==> src/rtl/li_drop_mux_pkg.sv <==
// Package: shared types for the latency-insensitive drop multiplexer.
// Assumes two data inputs, indexed by the select token value.
package li_drop_mux_pkg;

    // Which data input feeds the output for a model cycle.
    typedef enum logic {
        PICK_A = 1'b0,
        PICK_B = 1'b1
    } pick_e;

    // Number of data inputs handled by the multiplexer.
    localparam int unsigned NUM_INPUTS = 2;

endpackage

==> src/rtl/li_drop_counter.sv <==
// Module: li_drop_counter
// Counts tokens still owed (to be discarded) on one data input.
// Assumes the caller never raises 'owe' while the count is at LIMIT
// without a simultaneous 'paid'; the count saturates as a safety net.
module li_drop_counter #(
    parameter int unsigned LIMIT = 3,
    localparam int unsigned CW   = $clog2(LIMIT + 1)
) (
    input  logic clk,
    input  logic rst_n,
    input  logic owe,      // one more token must be dropped later
    input  logic paid,     // one owed token was dropped this cycle
    output logic pending,  // count is non-zero
    output logic at_limit  // count equals LIMIT
);

    localparam logic [CW-1:0] LIM = CW'(LIMIT);

    logic [CW-1:0] count_q;

    // Track the owed-token count with saturation at both ends.
    always_ff @(posedge clk) begin
        if (!rst_n) begin
            count_q <= '0;
        end else if (owe && !paid) begin
            if (count_q != LIM) count_q <= count_q + 1'b1;
        end else if (paid && !owe) begin
            if (count_q != '0) count_q <= count_q - 1'b1;
        end
    end

    // Expose the two conditions the steering logic needs.
    always_comb begin
        pending  = (count_q != '0);
        at_limit = (count_q == LIM);
    end

endmodule

==> src/rtl/li_drop_steer.sv <==
// Module: li_drop_steer
// Combinational steering: decides output transfer, dequeues and drops.
// Assumes input valids are queue-not-empty and out_ready is queue-not-full.
module li_drop_steer
    import li_drop_mux_pkg::*;
#(
    parameter int unsigned DATA_W = 8
) (
    input  logic              sel_valid,
    input  pick_e             pick,
    input  logic [1:0]        in_valid,
    input  logic [DATA_W-1:0] in_data [2],
    input  logic [1:0]        pending,
    input  logic [1:0]        at_limit,
    input  logic              out_ready,
    output logic              out_valid,
    output logic [DATA_W-1:0] out_data,
    output logic              sel_ready,
    output logic [1:0]        in_ready,
    output logic [1:0]        owe,
    output logic [1:0]        paid
);

    logic chosen_idx;
    logic other_idx;
    logic fire;

    // Form the output handshake from the select and chosen input only.
    always_comb begin
        chosen_idx = pick;
        other_idx  = ~pick;
        out_valid  = sel_valid && in_valid[chosen_idx] &&
                     !pending[chosen_idx] && !at_limit[other_idx];
        out_data   = in_data[chosen_idx];
        fire       = out_valid && out_ready;
        sel_ready  = fire;
    end

    // Per input: consume when used, discard when owed, record new debt.
    for (genvar g = 0; g < 2; g++) begin : g_lane
        always_comb begin
            paid[g]     = pending[g] && in_valid[g];
            owe[g]      = fire && (other_idx == 1'(g));
            in_ready[g] = pending[g] || (fire && (chosen_idx == 1'(g)));
        end
    end

endmodule

==> src/rtl/li_drop_mux.sv <==
// Module: li_drop_mux (top)
// Two-way latency-insensitive multiplexer that does not wait for the
// don't-care input and discards the owed tokens later.
// Assumes every port pair is a queue head (valid = not empty, ready = deq)
// or a queue tail (valid = enq, ready = not full).
module li_drop_mux
    import li_drop_mux_pkg::*;
#(
    parameter int unsigned DATA_W   = 8,
    parameter int unsigned DROP_MAX = 3
) (
    input  logic              clk,
    input  logic              rst_n,
    input  logic              sel_valid,
    input  logic              sel_data,
    output logic              sel_ready,
    input  logic              a_valid,
    input  logic [DATA_W-1:0] a_data,
    output logic              a_ready,
    input  logic              b_valid,
    input  logic [DATA_W-1:0] b_data,
    output logic              b_ready,
    output logic              out_valid,
    output logic [DATA_W-1:0] out_data,
    input  logic              out_ready
);

    logic [1:0]        in_valid;
    logic [DATA_W-1:0] in_data [2];
    logic [1:0]        in_ready;
    logic [1:0]        pending;
    logic [1:0]        at_limit;
    logic [1:0]        owe;
    logic [1:0]        paid;
    pick_e             pick;

    // Gather the two data inputs into indexed form.
    always_comb begin
        in_valid   = {b_valid, a_valid};
        in_data[0] = a_data;
        in_data[1] = b_data;
        pick       = pick_e'(sel_data);
        a_ready    = in_ready[0];
        b_ready    = in_ready[1];
    end

    // One owed-token counter per data input.
    for (genvar g = 0; g < NUM_INPUTS; g++) begin : g_cnt
        li_drop_counter #(
            .LIMIT (DROP_MAX)
        ) i_cnt (
            .clk      (clk),
            .rst_n    (rst_n),
            .owe      (owe[g]),
            .paid     (paid[g]),
            .pending  (pending[g]),
            .at_limit (at_limit[g])
        );
    end

    li_drop_steer #(
        .DATA_W (DATA_W)
    ) i_steer (
        .sel_valid (sel_valid),
        .pick      (pick),
        .in_valid  (in_valid),
        .in_data   (in_data),
        .pending   (pending),
        .at_limit  (at_limit),
        .out_ready (out_ready),
        .out_valid (out_valid),
        .out_data  (out_data),
        .sel_ready (sel_ready),
        .in_ready  (in_ready),
        .owe       (owe),
        .paid      (paid)
    );

endmodule

==> config.mk <==
export PLATFORM = sky130hd
export DESIGN_NAME = li_drop_mux
export DESIGN_NICKNAME = d
export VERILOG_FILES = /design/src/rtl/li_drop_mux_pkg.sv /design/src/rtl/li_drop_counter.sv /design/src/rtl/li_drop_steer.sv /design/src/rtl/li_drop_mux.sv
export SDC_FILE = /design/constraint.sdc
export NUM_CORES = 1
export LEC_CHECK = 0
export CORE_AREA = 2 2 39 41
export DETAILED_ROUTE_END_ITERATION = 12
export DIE_AREA = 0 0 41 43
export DONT_BUFFER_PORTS = 1
export GPL_ROUTABILITY_DRIVEN = 0
export GPL_TIMING_DRIVEN = 0
export PLACE_DENSITY_LB_ADDON = 0.3
export SYNTH_ARGS = -nofsm -noshare
export SYNTH_HDL_FRONTEND = slang
export SYNTH_HIERARCHICAL = 1
export SYNTH_SLANG_ARGS = --single-unit
==> constraint.sdc <==
create_clock -name clk -period 5.4 [get_ports clk]
set_clock_uncertainty 0.1 [all_clocks]
set_input_delay 0.27 -clock clk [delete_from_list [all_inputs] [get_ports clk]]
set_output_delay 0.27 -clock clk [all_outputs]
set_load 0.05 [all_outputs]
; ---- Word level (Yosys, flattened, before mapping)
; Cells that the tools add are included.
[totals]
mem_bits_rw = 0
wordCells = 62
register_bits = 4
mem_count = 0
latch_bits = 0
mem_bits_ro = 0
[classes]
n_eq_ne = 6
magnitude_cmp = 3
n_reduce_logical = 28
n_div = 0
multipliers = 0
bitwise_logic = 2
muxes = 17
shift = 0
addsub = 4
[op_table]
columns = operator, count
row1 = $mux W8, 3
row2 = $mux W2, 8
row3 = $logic_and A1 B1 Y1, 12
row4 = $reduce_bool A2 Y1, 6
row5 = $ne A2 B2 Y1 const B, 4
row6 = $logic_not A1 Y1, 6
row7 = $mux W1, 6
row8 = $reduce_and A3 Y1, 2
row9 = $add A2 B1 Y2 const B, 2
row10 = $eq A2 B2 Y1 const B, 2
row11 = $lt A1 B2 Y1 const B, 2
row12 = $sub A2 B1 Y2 const B, 2
row13 = $ge A2 B2 Y1 const B, 1
row14 = $logic_or A1 B1 Y1, 2
row15 = $not A1 Y2, 1
row16 = $not A1 Y1, 1

; ---- Depth between registers and ports, before layout
[depth]
word_depth = 12
mapped_depth = 6
depth_no_buf = 6

; ---- By module
; Netlist, hierarchy kept.
[by_module_without_submodules]
columns = mod, area_per_inst_um2, seq_area_each_um2, n_inst, cells_each
row1 = li_drop_counter, 125.1, 40.0, 2, 15
row2 = li_drop_steer, 188.9, 0.0, 1, 20

; ---- Worst setup path after synthesis
; OpenSTA, ideal clock, no wires.
[synth_path]
path_type = register to register
from = register g_cnt[0].i_cnt.count_q[0]
to = register g_cnt[1].i_cnt.count_q[0]
slack_ns = 3.338
arrival_ns = 1.840
setup_ns = 0.122
path_buffers = 0
period_less_slack_ns = 2.062
path_stages_with_launch = 7
cell_sequence = dfxtp_1 or2_1 or4b_4 nor2_1 nand2b_1 and4_4 a311o_1
[synth_between]
elab_chain_cells = 12
[synth_lines]
columns = item, line
row1 = "start, declared", li_drop_counter.sv:19  ; logic [CW-1:0] count_q;
row2 = "start signal, assigned", li_drop_counter.sv:26  ; if (count_q != LIM) count_q <= count_q + 1'b1;
row3 = "start signal, assigned", li_drop_counter.sv:28  ; if (count_q != '0) count_q <= count_q - 1'b1;
row4 = $reduce_bool A2 Y1 *, li_drop_counter.sv:34  ; pending = (count_q != '0);
row5 = named net pending[0], li_drop_mux.sv:31  ; logic [1:0] pending;
row6 = $mux W1 (implied by the code) * (2 in series), li_drop_steer.sv:33  ; !pending[chosen_idx] && !at_limit[other_idx];
row7 = $logic_not A1 Y1 *, li_drop_steer.sv:33
row8 = $logic_and A1 B1 Y1 *, li_drop_steer.sv:32  ; out_valid = sel_valid && in_valid[chosen_idx] &&
row9 = $logic_and A1 B1 Y1 *, li_drop_steer.sv:33
row10 = $logic_and A1 B1 Y1 *, li_drop_steer.sv:35  ; fire = out_valid && out_ready;
row11 = $logic_and A1 B1 Y1 *, li_drop_steer.sv:43  ; owe[g] = fire && (other_idx == 1'(g));
row12 = named net owe[1], li_drop_mux.sv:33  ; logic [1:0] owe;
row13 = $logic_not A1 Y1, li_drop_counter.sv:27  ; end else if (paid && !owe) begin
row14 = $logic_and A1 B1 Y1, li_drop_counter.sv:27
row15 = $reduce_bool A2 Y1 (no line), -
row16 = $reduce_and A3 Y1 (no line), -
row17 = "end signal, assigned", li_drop_counter.sv:26
row18 = "end signal, assigned", li_drop_counter.sv:28
row19 = "end, declared", li_drop_counter.sv:19
; The timed path passes the listed nets; every way through them passes the cells marked *. The select of a mux whose other input is x is not followed.
; A chain may end at the register's enable or synchronous reset.

; ---- Final worst setup path
[layout_path]
from = register g_cnt[1].i_cnt.count_q[1]
to = output b_ready
[layout_between]
elab_chain_cells = 9
[layout_lines]
columns = item, line
row1 = $reduce_bool A2 Y1 *, li_drop_counter.sv:34
row2 = named net pending[1], li_drop_mux.sv:31
row3 = $mux W1 (implied by the code) (2 in series), li_drop_steer.sv:33
row4 = $logic_not A1 Y1, li_drop_steer.sv:33
row5 = $logic_and A1 B1 Y1, li_drop_steer.sv:32
row6 = $logic_and A1 B1 Y1, li_drop_steer.sv:33
row7 = $logic_and A1 B1 Y1, li_drop_steer.sv:35
row8 = $logic_and A1 B1 Y1, li_drop_steer.sv:44  ; in_ready[g] = pending[g] || (fire && (chosen_idx == 1'(g)));
row9 = $logic_or A1 B1 Y1 *, li_drop_steer.sv:44
row10 = "end, declared", li_drop_mux.sv:22  ; output logic b_ready,
; Marks and branches as above.

==> results <==
- The run finished with clean final reports.
- Counting I/O delays and the setup requirement, the final critical path takes 2.323 ns.
- Summing the areas of all compound-gate instances in the mapped netlist gives 21.37% of the synthesized area.
- The distinct cell type count after synthesis is 22.
- The via total after detailed routing is 378.
- The final hold violation count is 0.
- The residual antenna-violating net count after detailed routing is 0.
- The final non-filler cell total is 69.
- The max-slew violation count came to 0.
- The port buffer count is 0.
- In this run, placement finished with an instance count of 66.
- The number of setup buffers added after CTS is 0.
- The largest registers in the layout are g_cnt.i_cnt/count_q: 4 flops.
- The number of CTS-inserted buffers is 3.
- The number of antenna diodes in the final layout is 0.
- The vias per cell is 5.478.
- The kind of start point of the critical path is a flip-flop.
- Once the clock tree was built, the resizer swapped 0 gates to a different size.
- Of the total synthesized cell area, the portion taken by AND, OR, NAND and NOR gates is 37.32%.
- Summing the areas of all xor and xnor instances in the mapped netlist gives 0% of the synthesized area.
- The first global-routing pass estimated 1173 µm of wire.
- The die covers 1763 µm².
- The launch point of the worst reg-to-reg path is g_cnt[0].i_cnt/count_q[0]$_SDFFE_PN0P_.
- Synthesis produced a netlist whose cell count is 50.
- The placed standard-cell area is 459.2 µm².
- The register containing the most flip-flops in the final layout is g_cnt.i_cnt/count_q.
- The final layout contains routed wiring with a total length of 862 µm.
- In this run the horizontal extent of the chip is 41 µm.
- The class of the tightest hold or removal check is in -> reg.
- The number of top-level design ports is 35.
- For this run, the share of the core covered by cells in the final layout is 34.81%.
- The detailed-router iteration count before antenna repair is 2.
- The buffer levels on the longest clock path is 2.
- The clock tree from TritonCTS is yes.
- Compared with the post-synthesis result, the final layout area differs by 9.687%.
- Once the floorplan was initialized, standard cells occupied 31.74% of the core.
- In this run the worst setup path terminates at b_ready.
- After synthesis the cells add up to 439.2 µm².
- The critical path is of the reg -> out type.
- Setup repair after global routing left no endpoint under its margin.
- The clock transition at the registers of the reported paths is 0.04 ns.
- The tightest hold path in the finished design has a slack of 0.09356 ns.
- The fraction of layout cells with a size suffix above 1 is 30.19%.
- The initial antenna violation count is 0.
- The multiplexer fraction of the synthesized cell area is 20.51%.
- The total power per unit cell area is 223.9 nW/µm².
- Summing all non-filler instances in the final layout gives an area of 481.7 µm².
- The placed wire-length estimate after detailed placement is 717.1 µm.
- For this run, the number of Yosys warnings is 6.
- Timing analysis after detailed placement gives a worst setup slack of 3.220 ns.
- For the worst setup path, the data required time is 5.03 ns.
- The number of global-route vias before repair is 311.
- Max-cap violations in this run came to 0.
- For the worst-skew pair, the clock arrives at the later sink with an insertion delay of 0.23 ns.
- The final setup slack of the worst path is 3.077 ns.
- For this design, the sink count on the clock tree is 4.
- A synthesized cell averages 8.783 µm².
- At the worst endpoint, the arrival time is 1.95 ns.
- The routed wirelength normalized by instance count is 12.49 µm.
- The share of the clock period used by the worst path is 43.02%.
- The number of H-tree branching levels is 1.
- Of the total synthesized cell area, the portion taken by full adders, half adders and majority gates is 0%.
- Setup violations remaining at the end of the flow were counted as 0.
- The number of nets in the synthesized netlist is 73.
- The die height is 43 µm.
- Derived from the worst setup path, the maximum achievable clock frequency is 0.4304 GHz.
- For the pin with the worst max-slew slack, the measured transition is 1.005 ns.
- For this design, the CTS-stage hold fixing added 0 buffers.
- The remaining global-route overflow is 0.
- The number of placement rows is 14.
- Counting flops and latches in the post-synthesis netlist gives 4.
- The worst reg2reg path endpoint is g_cnt[1].i_cnt/count_q[0]$_SDFFE_PN0P_.
- The global routing usage summed across all routing layers is 10.24%.
- The worst register-to-register path has a depth of 6.
- The number of nets in the layout is 78.
- In the routed design, unresolved DRC markers number 0.
- In this run, the number of DRC markers left after iteration 0 of detailed routing was 1.
- The design draws 0.1079 mW.
- The worst pin sits at a relative slew slack of 32.85%.
- The pin count of the biggest net entering global routing is 11.
- The critical-path maximum fanout is 5.
- The highest ir drop seen on vdd is 0.07815 mV.
- Summed over all cells, the static leakage comes to 0.1703 nW.
- The setup slack of the most critical reg-to-reg path is 3.22 ns.
- After routing, the total negative slack on setup checks comes to 0 ns.
- The post-synthesis sequential area ratio is 18.23%.
- The core area is 1384 µm².
- The type of element capturing the critical path is an output pin.
- The root buffer selected by CTS is sky130_fd_sc_hd__clkbuf_4.
- The register with the most flip-flops in the layout has 4 of them.
- The origin of the worst setup path is g_cnt[1].i_cnt/count_q[1]$_SDFFE_PN0P_.
- After synthesis, the largest family of logic cells by area is simple AND/OR/NAND/NOR gates.
[final cells by class]
type / instances / area, µm²
Sequential cell: 4 / 80.08
Tap cell: 16 / 20.02
Clock buffer: 3 / 22.52
Buffer: 1 / 11.26
Fill cell: 148 / 902.1
Multi-Input combinational cell: 45 / 347.8
[placed cells by master (no fill, tap or decap), types with 2 or more instances in the layout]
cell type / instances
sky130_fd_sc_hd__clkbuf_4: 3
sky130_fd_sc_hd__mux2_2: 6
sky130_fd_sc_hd__or2_1: 2
sky130_fd_sc_hd__and4_4: 2
sky130_fd_sc_hd__and2_1: 4
sky130_fd_sc_hd__a311o_1: 2
sky130_fd_sc_hd__dfxtp_1: 4
sky130_fd_sc_hd__o21ai_0: 2
sky130_fd_sc_hd__nor2_1: 2
sky130_fd_sc_hd__nor3b_1: 2
sky130_fd_sc_hd__a21boi_1: 2
sky130_fd_sc_hd__mux2_1: 2
sky130_fd_sc_hd__nor2b_1: 2
sky130_fd_sc_hd__o21ai_1: 2
sky130_fd_sc_hd__nand2b_1: 4
sky130_fd_sc_hd__nand2_1: 5
[routing by layer]
| metal | vias to the layer above | track usage (%) | part of all wire (%) | wire length [µm] |
|---|---|---|---|---|
| met1 | 162 | 9.646 | 38 | 326 |
| met5 | - | 0 | 0 | 0 |
| met4 | 0 | 8.000 | 0 | 0 |
| met2 | 25 | 15.00 | 49 | 419 |
| li1 | 191 | - | - | - |
| met3 | 0 | 6.283 | 13 | 115 |
[worst min-delay path by stage]
stage / from / endpoint / slack (ns) / cells after the start
global route: rst_n / g_cnt[0].i_cnt/count_q[1]$_SDFFE_PN0P_ / 0.08 / 1
floorplan: rst_n / g_cnt[0].i_cnt/count_q[1]$_SDFFE_PN0P_ / 0.32 / 1
detailed placement: rst_n / g_cnt[0].i_cnt/count_q[1]$_SDFFE_PN0P_ / 0.33 / 1
CTS: rst_n / g_cnt[1].i_cnt/count_q[1]$_SDFFE_PN0P_ / 0.09 / 1
finish: rst_n / g_cnt[1].i_cnt/count_q[1]$_SDFFE_PN0P_ / 0.09 / 1
global placement: rst_n / g_cnt[0].i_cnt/count_q[1]$_SDFFE_PN0P_ / 0.34 / 1
[cell families after synthesis]
group,after synthesis
AOI/OAI and AO/OA,12
buffers and inverters,1
DFF,4
muxes,8
and+or+nand+nor,25
[worst max-delay path, stage by stage, from the launching register on]
cell and delay [ns]:
sky130_fd_sc_hd__dfxtp_1 0.33, sky130_fd_sc_hd__or2_1 0.25, sky130_fd_sc_hd__nand4bb_1 0.29, sky130_fd_sc_hd__o21bai_1 0.86
[where the power goes]
part	switching (mW)	internal [mW]	leakage [nW]
sequential	0.000753	0.0303	0.0324
clock	0.0120	0.0248	0.0138
combinational	0.0302	0.00977	0.124
[cells in the mapped netlist]
master | count | area, µm²
sky130_fd_sc_hd__a21boi_1 | 2 | 15.01
sky130_fd_sc_hd__a21boi_2 | 1 | 11.26
sky130_fd_sc_hd__a21oi_2 | 1 | 8.760
sky130_fd_sc_hd__a311o_1 | 2 | 20.02
sky130_fd_sc_hd__and2_1 | 4 | 25.02
sky130_fd_sc_hd__and4_4 | 2 | 22.52
sky130_fd_sc_hd__buf_6 | 1 | 11.26
sky130_fd_sc_hd__dfxtp_1 | 4 | 80.08
sky130_fd_sc_hd__mux2_1 | 2 | 22.52
sky130_fd_sc_hd__mux2_2 | 6 | 67.56
sky130_fd_sc_hd__nand2_1 | 5 | 18.77
sky130_fd_sc_hd__nand2b_1 | 4 | 25.02
sky130_fd_sc_hd__nand4bb_1 | 1 | 11.26
sky130_fd_sc_hd__nor2_1 | 2 | 7.510
sky130_fd_sc_hd__nor2b_1 | 2 | 12.51
sky130_fd_sc_hd__nor3b_1 | 2 | 15.01
sky130_fd_sc_hd__o21ai_0 | 2 | 10.01
sky130_fd_sc_hd__o21ai_1 | 2 | 10.01
sky130_fd_sc_hd__o21bai_1 | 1 | 7.510
sky130_fd_sc_hd__o21bai_2 | 1 | 11.26
sky130_fd_sc_hd__or2_1 | 2 | 12.51
sky130_fd_sc_hd__or4b_4 | 1 | 13.76
Note: power is estimated with default switching activity, not from simulation.
